File: config.mk
export PLATFORM = sky130hd
export DESIGN_NAME = wdt_reset_gen
export DESIGN_NICKNAME = d
export VERILOG_FILES = /design/src/rtl/wdt_pkg.sv /design/src/rtl/bus_start_det.sv /design/src/rtl/reset_hold_timer.sv /design/src/rtl/watchdog_timer.sv /design/src/rtl/wdt_reset_gen.sv
export SDC_FILE = /design/constraint.sdc
export NUM_CORES = 1
export LEC_CHECK = 0
export CAP_MARGIN = 10
export CORE_MARGIN = 5
export CORE_UTILIZATION = 28
export DETAILED_ROUTE_END_ITERATION = 12
export SLEW_MARGIN = 20
export SYNTH_ARGS = -nofsm -noshare
export SYNTH_HDL_FRONTEND = slang
export SYNTH_SLANG_ARGS = --single-unit
export TNS_END_PERCENT = 5
File: constraint.sdc
create_clock -name clk -period 2.55 [get_ports clk]
set_input_delay 0.6375 -clock clk [delete_from_list [all_inputs] [get_ports clk]]
set_output_delay 0.6375 -clock clk [all_outputs]
set_load 0.05 [all_outputs]
File: src/rtl/wdt_pkg.sv
package wdt_pkg;
  typedef enum logic [1:0] {
    WD_SEL_SHORT = 2'd0,
    WD_SEL_MID   = 2'd1,
    WD_SEL_LONG  = 2'd2,
    WD_SEL_OFF   = 2'd3
  } wd_sel_e;
endpackage

File: src/rtl/bus_start_det.sv
module bus_start_det #(
  parameter int SYNC_STAGES = 2
) (
  input  logic clk,
  input  logic rst,
  input  logic scl_raw,
  input  logic sda_raw,
  output logic start_o
);
  localparam int MSB = SYNC_STAGES - 1;

  logic [MSB:0] scl_sh;
  logic [MSB:0] sda_sh;
  logic         sda_last;

  // Idle bus reads high, so synchronizers reset to 1 to avoid a false start.
  always_ff @(posedge clk) begin
    if (rst) begin
      scl_sh   <= '1;
      sda_sh   <= '1;
      sda_last <= 1'b1;
    end else begin
      scl_sh   <= {scl_sh[MSB-1:0], scl_raw};
      sda_sh   <= {sda_sh[MSB-1:0], sda_raw};
      sda_last <= sda_sh[MSB];
    end
  end

  assign start_o = scl_sh[MSB] & sda_last & ~sda_sh[MSB];
endmodule

File: src/rtl/reset_hold_timer.sv
module reset_hold_timer #(
  parameter int HOLD_CYC = 1000
) (
  input  logic clk,
  input  logic rst,
  input  logic supply_ok,
  input  logic trig_i,
  output logic busy_o
);
  localparam int CW = $clog2(HOLD_CYC + 1);
  localparam logic [CW-1:0] LAST = CW'(HOLD_CYC - 1);

  logic [CW-1:0] cnt;

  always_ff @(posedge clk) begin
    if (rst || !supply_ok || trig_i) begin
      cnt    <= '0;
      busy_o <= 1'b1;
    end else if (busy_o) begin
      if (cnt == LAST) busy_o <= 1'b0;
      else             cnt    <= cnt + 1'b1;
    end
  end
endmodule

File: src/rtl/watchdog_timer.sv
module watchdog_timer
  import wdt_pkg::*;
#(
  parameter int SHORT_CYC = 2000,
  parameter int MID_CYC   = 4000,
  parameter int LONG_CYC  = 8000
) (
  input  logic      clk,
  input  logic      rst,
  input  logic      hold_i,
  input  logic      kick_i,
  input  wd_sel_e   sel_i,
  output logic      fire_o,
  output logic      zero_o
);
  localparam int MAXA = (SHORT_CYC > MID_CYC) ? SHORT_CYC : MID_CYC;
  localparam int MAXC = (MAXA > LONG_CYC) ? MAXA : LONG_CYC;
  localparam int CW   = $clog2(MAXC + 1);

  logic [CW-1:0] cnt;
  logic [CW-1:0] lim_m1;
  logic          off;

  always_comb begin
    off = 1'b0;
    unique case (sel_i)
      WD_SEL_SHORT: lim_m1 = CW'(SHORT_CYC - 1);
      WD_SEL_MID:   lim_m1 = CW'(MID_CYC - 1);
      WD_SEL_LONG:  lim_m1 = CW'(LONG_CYC - 1);
      default: begin
        lim_m1 = '0;
        off    = 1'b1;
      end
    endcase
  end

  // A restart in the same cycle as the terminal count wins; >= covers a select shrunk mid-count.
  assign fire_o = !hold_i && !kick_i && !off && (cnt >= lim_m1);
  assign zero_o = (cnt == '0);

  always_ff @(posedge clk) begin
    if (rst || hold_i || kick_i || off || fire_o) cnt <= '0;
    else                                          cnt <= cnt + 1'b1;
  end
endmodule

File: src/rtl/wdt_reset_gen.sv
module wdt_reset_gen
  import wdt_pkg::*;
#(
  parameter int HOLD_CYC     = 1000,
  parameter int WD_SHORT_CYC = 2000,
  parameter int WD_MID_CYC   = 4000,
  parameter int WD_LONG_CYC  = 8000,
  parameter int SYNC_STAGES  = 2
) (
  input  logic       clk,
  input  logic       rst,
  input  logic       supply_ok,
  input  logic       scl_in,
  input  logic       sda_in,
  input  logic [1:0] wd_sel,
  output logic       reset_n
);
  logic bus_start;
  logic wd_fire;
  logic wd_zero;
  logic holding;

  bus_start_det #(.SYNC_STAGES(SYNC_STAGES)) u_start (
    .clk     (clk),
    .rst     (rst),
    .scl_raw (scl_in),
    .sda_raw (sda_in),
    .start_o (bus_start)
  );

  reset_hold_timer #(.HOLD_CYC(HOLD_CYC)) u_hold (
    .clk       (clk),
    .rst       (rst),
    .supply_ok (supply_ok),
    .trig_i    (wd_fire),
    .busy_o    (holding)
  );

  watchdog_timer #(
    .SHORT_CYC (WD_SHORT_CYC),
    .MID_CYC   (WD_MID_CYC),
    .LONG_CYC  (WD_LONG_CYC)
  ) u_wd (
    .clk    (clk),
    .rst    (rst),
    .hold_i (holding),
    .kick_i (bus_start),
    .sel_i  (wd_sel_e'(wd_sel)),
    .fire_o (wd_fire),
    .zero_o (wd_zero)
  );

  assign reset_n = ~holding;
endmodule

After elaboration in Yosys (flattened, before gate mapping)
Cells that the tools add are included.

operators by class
  add/sub/neg operators = 2
  multipliers = 0
  divide/modulo/power cells = 0
  order comparisons = 1
  eq/ne operators = 3
  shift operators = 0
  muxes and demuxes = 4
  bitwise gates (word level) = 5
  reductions and logical operators = 15

operators by type and width
  cell                                                             count
  13-bit one-hot mux with 3 select lines                           1
  13-bit by 1-bit adder with 13-bit output, second input constant  1
  13-bit greater-or-equal comparator                               1
  10-bit by 1-bit adder with 10-bit output, second input constant  1
  10-bit == test, second input constant                            1
  1-bit logical OR                                                 6
  1-bit logical AND                                                3
  1-bit zero test                                                  3
  1-bit two-way mux                                                3
  1-bit inverter                                                   3
  3-bit OR reduction                                               1
  1-bit bitwise AND                                                2
  2-bit by 1-bit == test with 1-bit output, second input constant  1
  2-bit == test, second input constant                             1
  2-bit zero test                                                  1
  2-bit AND reduction                                              1

storage, ports and cells
  flip-flop bits (word level) = 29
  bits in latches = 0
  RAM bits = 0
  ROM bits = 0
  output and inout bits = 1
  memories = 0

Depth between registers and ports, before layout
Gate-level depths: netlist of run 1.

  word-level depth = 7
  gate-level depth with buffers = 10

Hierarchy
Synthesis of run 1 repeated with hierarchy kept, for this count alone.

second synthesis, totals
  cells, all modules = 187
  area total of the unflattened synthesis = 1773.0 um^2

modules (own cells, without submodules)
  module            times used  cells each  area an instance (um^2)
  watchdog_timer    1           118         1098.6
  reset_hold_timer  1           57          530.5
  bus_start_det     1           11          140.1
  wdt_reset_gen     1           1           3.8

Worst setup path after synthesis of run 1
No wires, ideal clock.

  path kind = input port to flip-flop
  from = input port wd_sel[0]
  to = register u_hold.cnt[0]
  arrival = 2.261 ns
  data required time = 2.429 ns
  path slack = 0.168 ns
  stages = 10
  buffers on the path = 2
  cells stage by stage = ha_1 > buf_6 > clkinv_1 > ha_1 > nand2b_1 > a22oi_1 > o21a_1 > a2111oi_2 > buf_4 > nor3_1

between the ends
  longest elaborated chain between the ends = 5

RTL lines
  element                                                                              RTL line                source
  start, declared                                                                      wdt_reset_gen.sv:15     input logic [1:0] wd_sel,
  2-bit == test (tied with other cells)                                                watchdog_timer.sv:26    unique case (sel_i)
  13-bit one-hot mux with 3 select lines / 3-bit OR reduction (equally long branches)  -
  13-bit greater-or-equal comparator / 1-bit logical AND (equally long branches)       watchdog_timer.sv:38    assign fire_o = !hold_i && !kick_i && !off && (cnt >= lim_m1);
  1-bit logical AND *                                                                  watchdog_timer.sv:38
  1-bit logical OR *                                                                   reset_hold_timer.sv:16  if (rst || !supply_ok || trig_i) begin
  end signal, assigned                                                                 reset_hold_timer.sv:21  else cnt <= cnt + 1'b1;
  end, declared                                                                        reset_hold_timer.sv:13  logic [CW-1:0] cnt;

Every way passes the cells marked *; elsewhere a longest branch is shown, timed or not.
A chain may end at the register's enable or synchronous reset.

Final worst setup path of run 1
  from = input port wd_sel[0]
  to = register u_hold.busy_o

between the ends
  longest elaborated chain between the ends = 5

RTL lines
  element                                                                              RTL line                source
  2-bit == test (tied with other cells)                                                watchdog_timer.sv:26
  13-bit one-hot mux with 3 select lines / 3-bit OR reduction (equally long branches)  -
  13-bit greater-or-equal comparator / 1-bit logical AND (equally long branches)       watchdog_timer.sv:38
  1-bit logical AND *                                                                  watchdog_timer.sv:38
  1-bit logical OR *                                                                   reset_hold_timer.sv:16
  end signal, assigned                                                                 reset_hold_timer.sv:18  busy_o <= 1'b1;
  end signal, assigned                                                                 reset_hold_timer.sv:20  if (cnt == LAST) busy_o <= 1'b0;
  end, declared                                                                        reset_hold_timer.sv:8   output logic busy_o

Marked as above.

==> metrics, run 1 <==
Hold Path Stages=1; TritonRoute pass-1 iters=4; CTS Hold Bufs=0; Most used DFF post-synth=dfxtp_1; largest net degree at the start of global routing=14; #FFs+latches synth=29; setup ws final=between 100 and 150 ps; DRC=0; Port Buffers=7; adder-cell share of the synthesized area=between 10% and 20%; measured slew at the worst slew-check pin=~510 ps; asr flop ratio synth=0%; Final Hold Viols=0; number of H-tree levels=2; Avg Synthesized Cell Area=9.24 um2; grt total ovfl=0; largest family of logic cells by synthesized area=simple AND/OR/NAND/NOR gates; CTS tree=yes; Rows=28; max-cap viol count=0; Startpoint Class=input port; Yosys warning count=0; clk sink count=29; Ports=8; Clock Tree Buf Depth=2; die area=roughly 7600 um2; Net count, final=229; vias=approximately 1,300; max_slew headroom=around 66%; Routed Antenna Nets=0; dpl cells=between 200 and 300; status=completed; RSZ-0062 raised after global routing=false; FMAX=~420 MHz; Final GP Congestion=0.753; drt wl/cell=11.3 um; Final Critical Period=2400 ps; TritonCTS buffer count=5; Die Width=approximately 87 um; mux cell area share after synthesis=less than 1%; leakage=0.000792 uW; WP data required=about 2700 ps; Syn Nets=roughly 200; Power Total=between 900 and 1000 uW; worst r2r path cells=8; layout cells sized above 1=between 20 and 25%; final slew viol count=0; clk root buf=clkbuf_8; first-pass GRT wire length=~5.6 mm; pwr/cell area=approximately 460 nW/um2; post-synthesis simple-gate area fraction=24.7%; CP Class=in2reg; Final Setup Violations=0; Compound-Gate Fraction of Synth Area=between 10% and 20%; Area growth syn-to-layout=22.9%; Setup WS pre-CTS=-474 ps; vias in the first global route=around 1,300; Area after DPL=approximately 1900 um2; hpwl dp=2.39 mm; hold slack=just over 400 ps; diodes inserted=0; Setup Skew=4.41 ps; Die Y-Extent=around 87 um; class of the worst hold path=reg2reg; Total GRT Usage=just over 9%; WL final=about 3.2 mm; final instance area=around 2000 um2; Critical Path AT=between 2000 and 3000 ps; Tcrit/Tclk final=between 90 and 100%; Clock transition at path regs=roughly 60 ps; IR drop worst, VDD=0.225 mV; kind of end point of the critical path=register; non-filler instance count after layout=around 280; post-synthesis xor/xnor area fraction=10.5%; worst skew pair latency=~280 ps; initial antenna violation count=0; synthesized area=about 1700 um2; Initial Util=between 20 and 30%; Post-Syn Instances=180; Core ar.=~5900 um2; via/cell ratio=4.62; fillers=slightly below 600; Seq/Total Area, Yosys=34.9%; Post-synth EDFFs=0; Crit Path Max Fanout=5; Distinct cells, synth=38; DRT iter0 DRCs=40
power breakdown:
group          internal, uW  total, uW  switching (uW)
Combinational          35.4       67.3            31.9
Clock                   243        415             172
Sequential              458        461            2.51
Total                   737        943             206
cells in the final DEF (no fill, tap or decap), types with 2 or more instances in the layout:
cell type,n
buf_6,2
nor3b_1,2
clkbuf_2,2
buf_4,16
clkbuf_8,7
a21o_1,4
nor2_1,8
a21oi_1,3
dfxtp_1,29
xor2_1,9
inv_1,9
ha_1,15
nand3_1,3
nand2_1,10
xnor2_1,11
or2_2,5
nand2b_1,5
or4_4,2
nor3_1,22
inv_2,2
nand4_1,10
and3_1,3
clkdlybuf4s50_1,5
cell families after synthesis:
kind of cell,Yosys count
muxes,1
buffers and inverters,19
xor gates and xnor gates,20
AOI/OAI and AO/OA,19
DFF,29
and+or+nand+nor,75
adders and majority gates,17
cell usage after synthesis (3+ instances only):
cell / count / share of area (%)
nor3_1: 22 / 6.6
dfxtp_1: 29 / 35
a21o_1: 4 / 1.8
xor2_1: 9 / 4.7
nand2b_1: 5 / 1.9
nand2_1: 10 / 2.3
buf_6: 4 / 2.7
xnor2_1: 11 / 5.8
ha_1: 17 / 13
inv_1: 11 / 2.5
or2_2: 5 / 1.9
a21oi_1: 3 / 0.90
nand3_1: 3 / 0.90
nand4_1: 10 / 3.8
and3_1: 3 / 1.1
nor2_1: 8 / 1.8
path summary, 6_finish.rpt:
| path | startpoint | to | slack (ps) |
|---|---|---|---|
| hold reg to reg | u_start.sda_sh[0]$_SDFF_PP1_ | u_start.sda_sh[1]$_SDFF_PP1_ | 410 |
| hold / removal | u_start.sda_sh[0]$_SDFF_PP1_ | u_start.sda_sh[1]$_SDFF_PP1_ | 410 |
| setup / recovery | wd_sel[0] | u_hold.busy_o$_SDFF_PP1_ | 150 |
| setup reg to reg | u_wd.cnt[5]$_SDFF_PP0_ | u_hold.busy_o$_SDFF_PP1_ | 480 |
state kept, by name, indices dropped and copies added, names as in the netlist:
signal	flops
u_hold.busy_o	1
u_start.sda_sh	2
u_wd.cnt	13
u_hold.cnt	10
u_start.scl_sh	2
u_start.sda_last	1
final cells by class:
type	count	area [um2]	share of cell area (%)
multi-input cells	132	1020	50.0
flip-flops and latches	29	581	28.4
repair buffers	25	203	9.91
clock buffers	7	96.3	4.71
well taps	75	93.8	4.59
inverters	12	45.0	2.20
clock inverters	1	5.00	0.245
per-stage QoR:
step | util [%] | TNS, ps
3_5_place_dp | 32.1 | -10790
3_3_place_gp | 32.1 | -10790
2_1_floorplan | - | 0
5_1_grt | 35.0 | 0
6_report | 35.0 | 0
4_1_cts | 34.6 | 0
timing repair:
action | 4_1_cts | 5_1_grt
gates resized for setup | 10 | 9
setup buffers | 1 | 1
setup endpoints to repair | 24 | 24
pin swaps | 5 | 5
cloned | 1 | 0
critical path: stages:
cell and delay (ps):
clkbuf_2 130, inv_1 70, ha_1 200, inv_2 60, ha_1 220, o21ai_1 120
nand2b_1 100, a311oi_4 310, buf_4 170, a2111oi_4 40, buf_4 180, or3_1 330
per-layer routing:
layer,vias up,global-route usage (%),share of wire (%)
li1,679,-,-
met1,598,13.1,52
met2,16,13.2,42
met3,6,3.12,4.0
met4,0,2.93,1.4
met5,-,0,0
Note: power is estimated with default switching activity, not from simulation.
==> run 2, diff against run 1 <==
CORE_MARGIN = default   (was 5)
==> metrics, run 2 (synthesis gave the netlist of run 1 again) <==
status=completed (unchanged); number of H-tree levels=2 (unchanged); CP Depth=14 (was 12); Reg with most FFs=u_wd.cnt (unchanged); max FFs per register=13 (unchanged); pwr/cell area=484 nW/um2 (was 461 nW/um2); Setup Skew=4.57 ps (was 4.41 ps); Worst Hold Launch=u_start.sda_sh[0]$_SDFF_PP1_ (unchanged); Clock transition at path regs=60 ps (about the same); Final Hold Viols=0 (unchanged); Initial Util=29.7% (was 28.4%); CP Class=in2reg (unchanged); Top cell by count, worst path=buf_4; TritonCTS buffer count=5 (unchanged); initial antenna violation count=0 (unchanged); FMAX=417 MHz (was 416 MHz); grt total ovfl=0 (unchanged); reg-to-reg startpoint=u_wd.cnt[6]$_SDFF_PP0_ (was u_wd.cnt[5]$_SDFF_PP0_); hold slack=408 ps (about the same); critical path's slowest cell=a211oi_4 (was or3_1); setup ws final=150 ps (was 148 ps); crit-path cells=clkbuf_2, inv_1, buf_4, ha_1, nor2_1, ha_1, nand2b_1, a21oi_4, a311oi_4, buf_4, buf_4, a211oi_4, buf_6, nor3_1 (was clkbuf_2, inv_1, ha_1, inv_2, ha_1, o21ai_1, nand2b_1, a311oi_4, buf_4, a2111oi_4, buf_4, or3_1); most common cell after layout, fill and taps aside=dfxtp_1 (unchanged); CP peak stage delay=300 ps (was 330 ps); Hold Path Stages=1 (unchanged); Tcrit/Tclk final=94.1% (was 94.2%); hpwl dp=2.29 mm (was 2.39 mm); TritonRoute pass-1 iters=4 (unchanged); DRT iter0 DRCs=45 (was 40); clk root buf=clkbuf_8 (unchanged); measured slew at the worst slew-check pin=498 ps (was 513 ps); Critical Path AT=2560 ps (was 2570 ps); die area=6260 um2 (was 7580 um2); Rows=27 (was 28); WP data required=2710 ps (about the same); Core ar.=5610 um2 (was 5850 um2); first-pass GRT wire length=5.58 mm (was 5.63 mm); kind of end point of the critical path=register (unchanged); clk sink count=29 (unchanged); IR drop worst, VDD=0.291 mV (was 0.225 mV); diodes inserted=0 (unchanged); via/cell ratio=4.67 (was 4.62); vias in the first global route=1,225 (was 1,255); Area growth syn-to-layout=25.7% (was 22.9%); worst r2r path cells=6 (was 8); R2R Setup Slk=540 ps (was 480 ps); Routed Antenna Nets=0 (unchanged); Ports=8 (unchanged); final setup TNS=0 ps (unchanged); CTS tree=yes (unchanged); Reg2Reg Capture Point=u_hold.busy_o$_SDFF_PP1_ (unchanged); Total GRT Usage=11.6% (was 9.28%); final slew viol count=0 (unchanged); class of the worst hold path=reg2reg (unchanged); layout cells sized above 1=24.5% (was 22.8%); Clock Tree Buf Depth=2 (unchanged); Net count, final=227 (was 229); Final Setup Violations=0 (unchanged); Die Width=79.1 um (was 87.1 um); Final GP Congestion=0.785 (was 0.753); drt wl/cell=12.0 um (was 11.3 um); DRC=0 (unchanged); max-cap viol count=0 (unchanged); CP top delay family=buffers and inverters (unchanged); WL final=3.33 mm (was 3.18 mm); RSZ-0062 raised after global routing=false (unchanged); Regs by FF count=u_wd.cnt: 13 flops, u_hold.cnt: 10 flops (unchanged); Die Y-Extent=79.1 um (was 87.1 um); leakage=0.000792 uW (about the same); largest net degree at the start of global routing=14 (unchanged); worst skew pair latency=270 ps (was 280 ps); max_slew headroom=66.7% (was 65.7%); hold endpoint=u_start.sda_sh[1]$_SDFF_PP1_ (unchanged); Startpoint Class=input port (unchanged); vias=1,288 (was 1,299); CP bufs+invs=6 (was 5); Setup WS pre-CTS=-509 ps (was -474 ps); commonest cells after routing, fill and taps aside=29 x dfxtp_1, 16 x nor3_1, 15 x ha_1 (was 29 x dfxtp_1, 22 x nor3_1, 16 x buf_4); Final Critical Period=2400 ps (about the same); Crit Path Max Fanout=7 (was 5); Port Buffers=7 (unchanged)
[run 2: final cells by class]
cell class                 count  area, um2
multi-input combinational    132       1070
clock buffer                   7       86.3
clock inverter                 1       30.0
timing repair buffer          23        188
tap                           72       90.1
inverter                      12       45.0
sequential                    29        581
fill                         595       3520
[run 2: metal layers]
| metal | up-vias | share of wire, % | track usage, % |
|---|---|---|---|
| met5 | - | 0 | 0 |
| met3 | 2 | 2.6 | 5.29 |
| li1 | 674 | - | - |
| met1 | 600 | 51 | 14.9 |
| met4 | 0 | 0.39 | 2.73 |
| met2 | 12 | 46 | 17.6 |
[run 2: what timing repair did]
item / CTS / global route
cloned: 1 / 1
resized for setup: 5 / 23
buffers inserted: 1 / 0
hold buffers: 0 / 0
pin swaps: 2 / 5
setup endpoints to repair: 24 / 24
[run 2: worst register-to-register path, cell delays in order, from the launching register on]
cell	delay, ps
dfxtp_1	420
ha_1	280
a21o_1	210
a311oi_4	360
a2111oi_4	130
buf_4	180
or3_1	330
[run 2: power by group]
group	total [uW]	switching (uW)	internal [uW]
sequential	460	2.50	458
combinational	65.9	32.4	33.5
clock	487	169	318
[run 2: worst max-delay path by stage]
stage,endpoint,start
after floorplan,u_hold.cnt[0]$_SDFFE_PP0P_,wd_sel[0]
after global placement,u_hold.busy_o$_SDFF_PP1_,wd_sel[0]
after detailed placement,u_hold.busy_o$_SDFF_PP1_,wd_sel[0]
after CTS,u_hold.busy_o$_SDFF_PP1_,wd_sel[0]
after global routing,u_wd.cnt[6]$_SDFF_PP0_,wd_sel[0]
final,u_wd.cnt[5]$_SDFF_PP0_,wd_sel[1]
[run 2: through the flow]
step	instance area, um2	instances	power (uW)	utilization [%]
after global routing	2090	276	1060	37.3
after detailed placement	1860	265	533	33.2
after CTS	2000	275	1030	35.7
after global placement	1860	265	532	33.2
after floorplan	1660	180	505	-
final	2090	276	1010	37.3
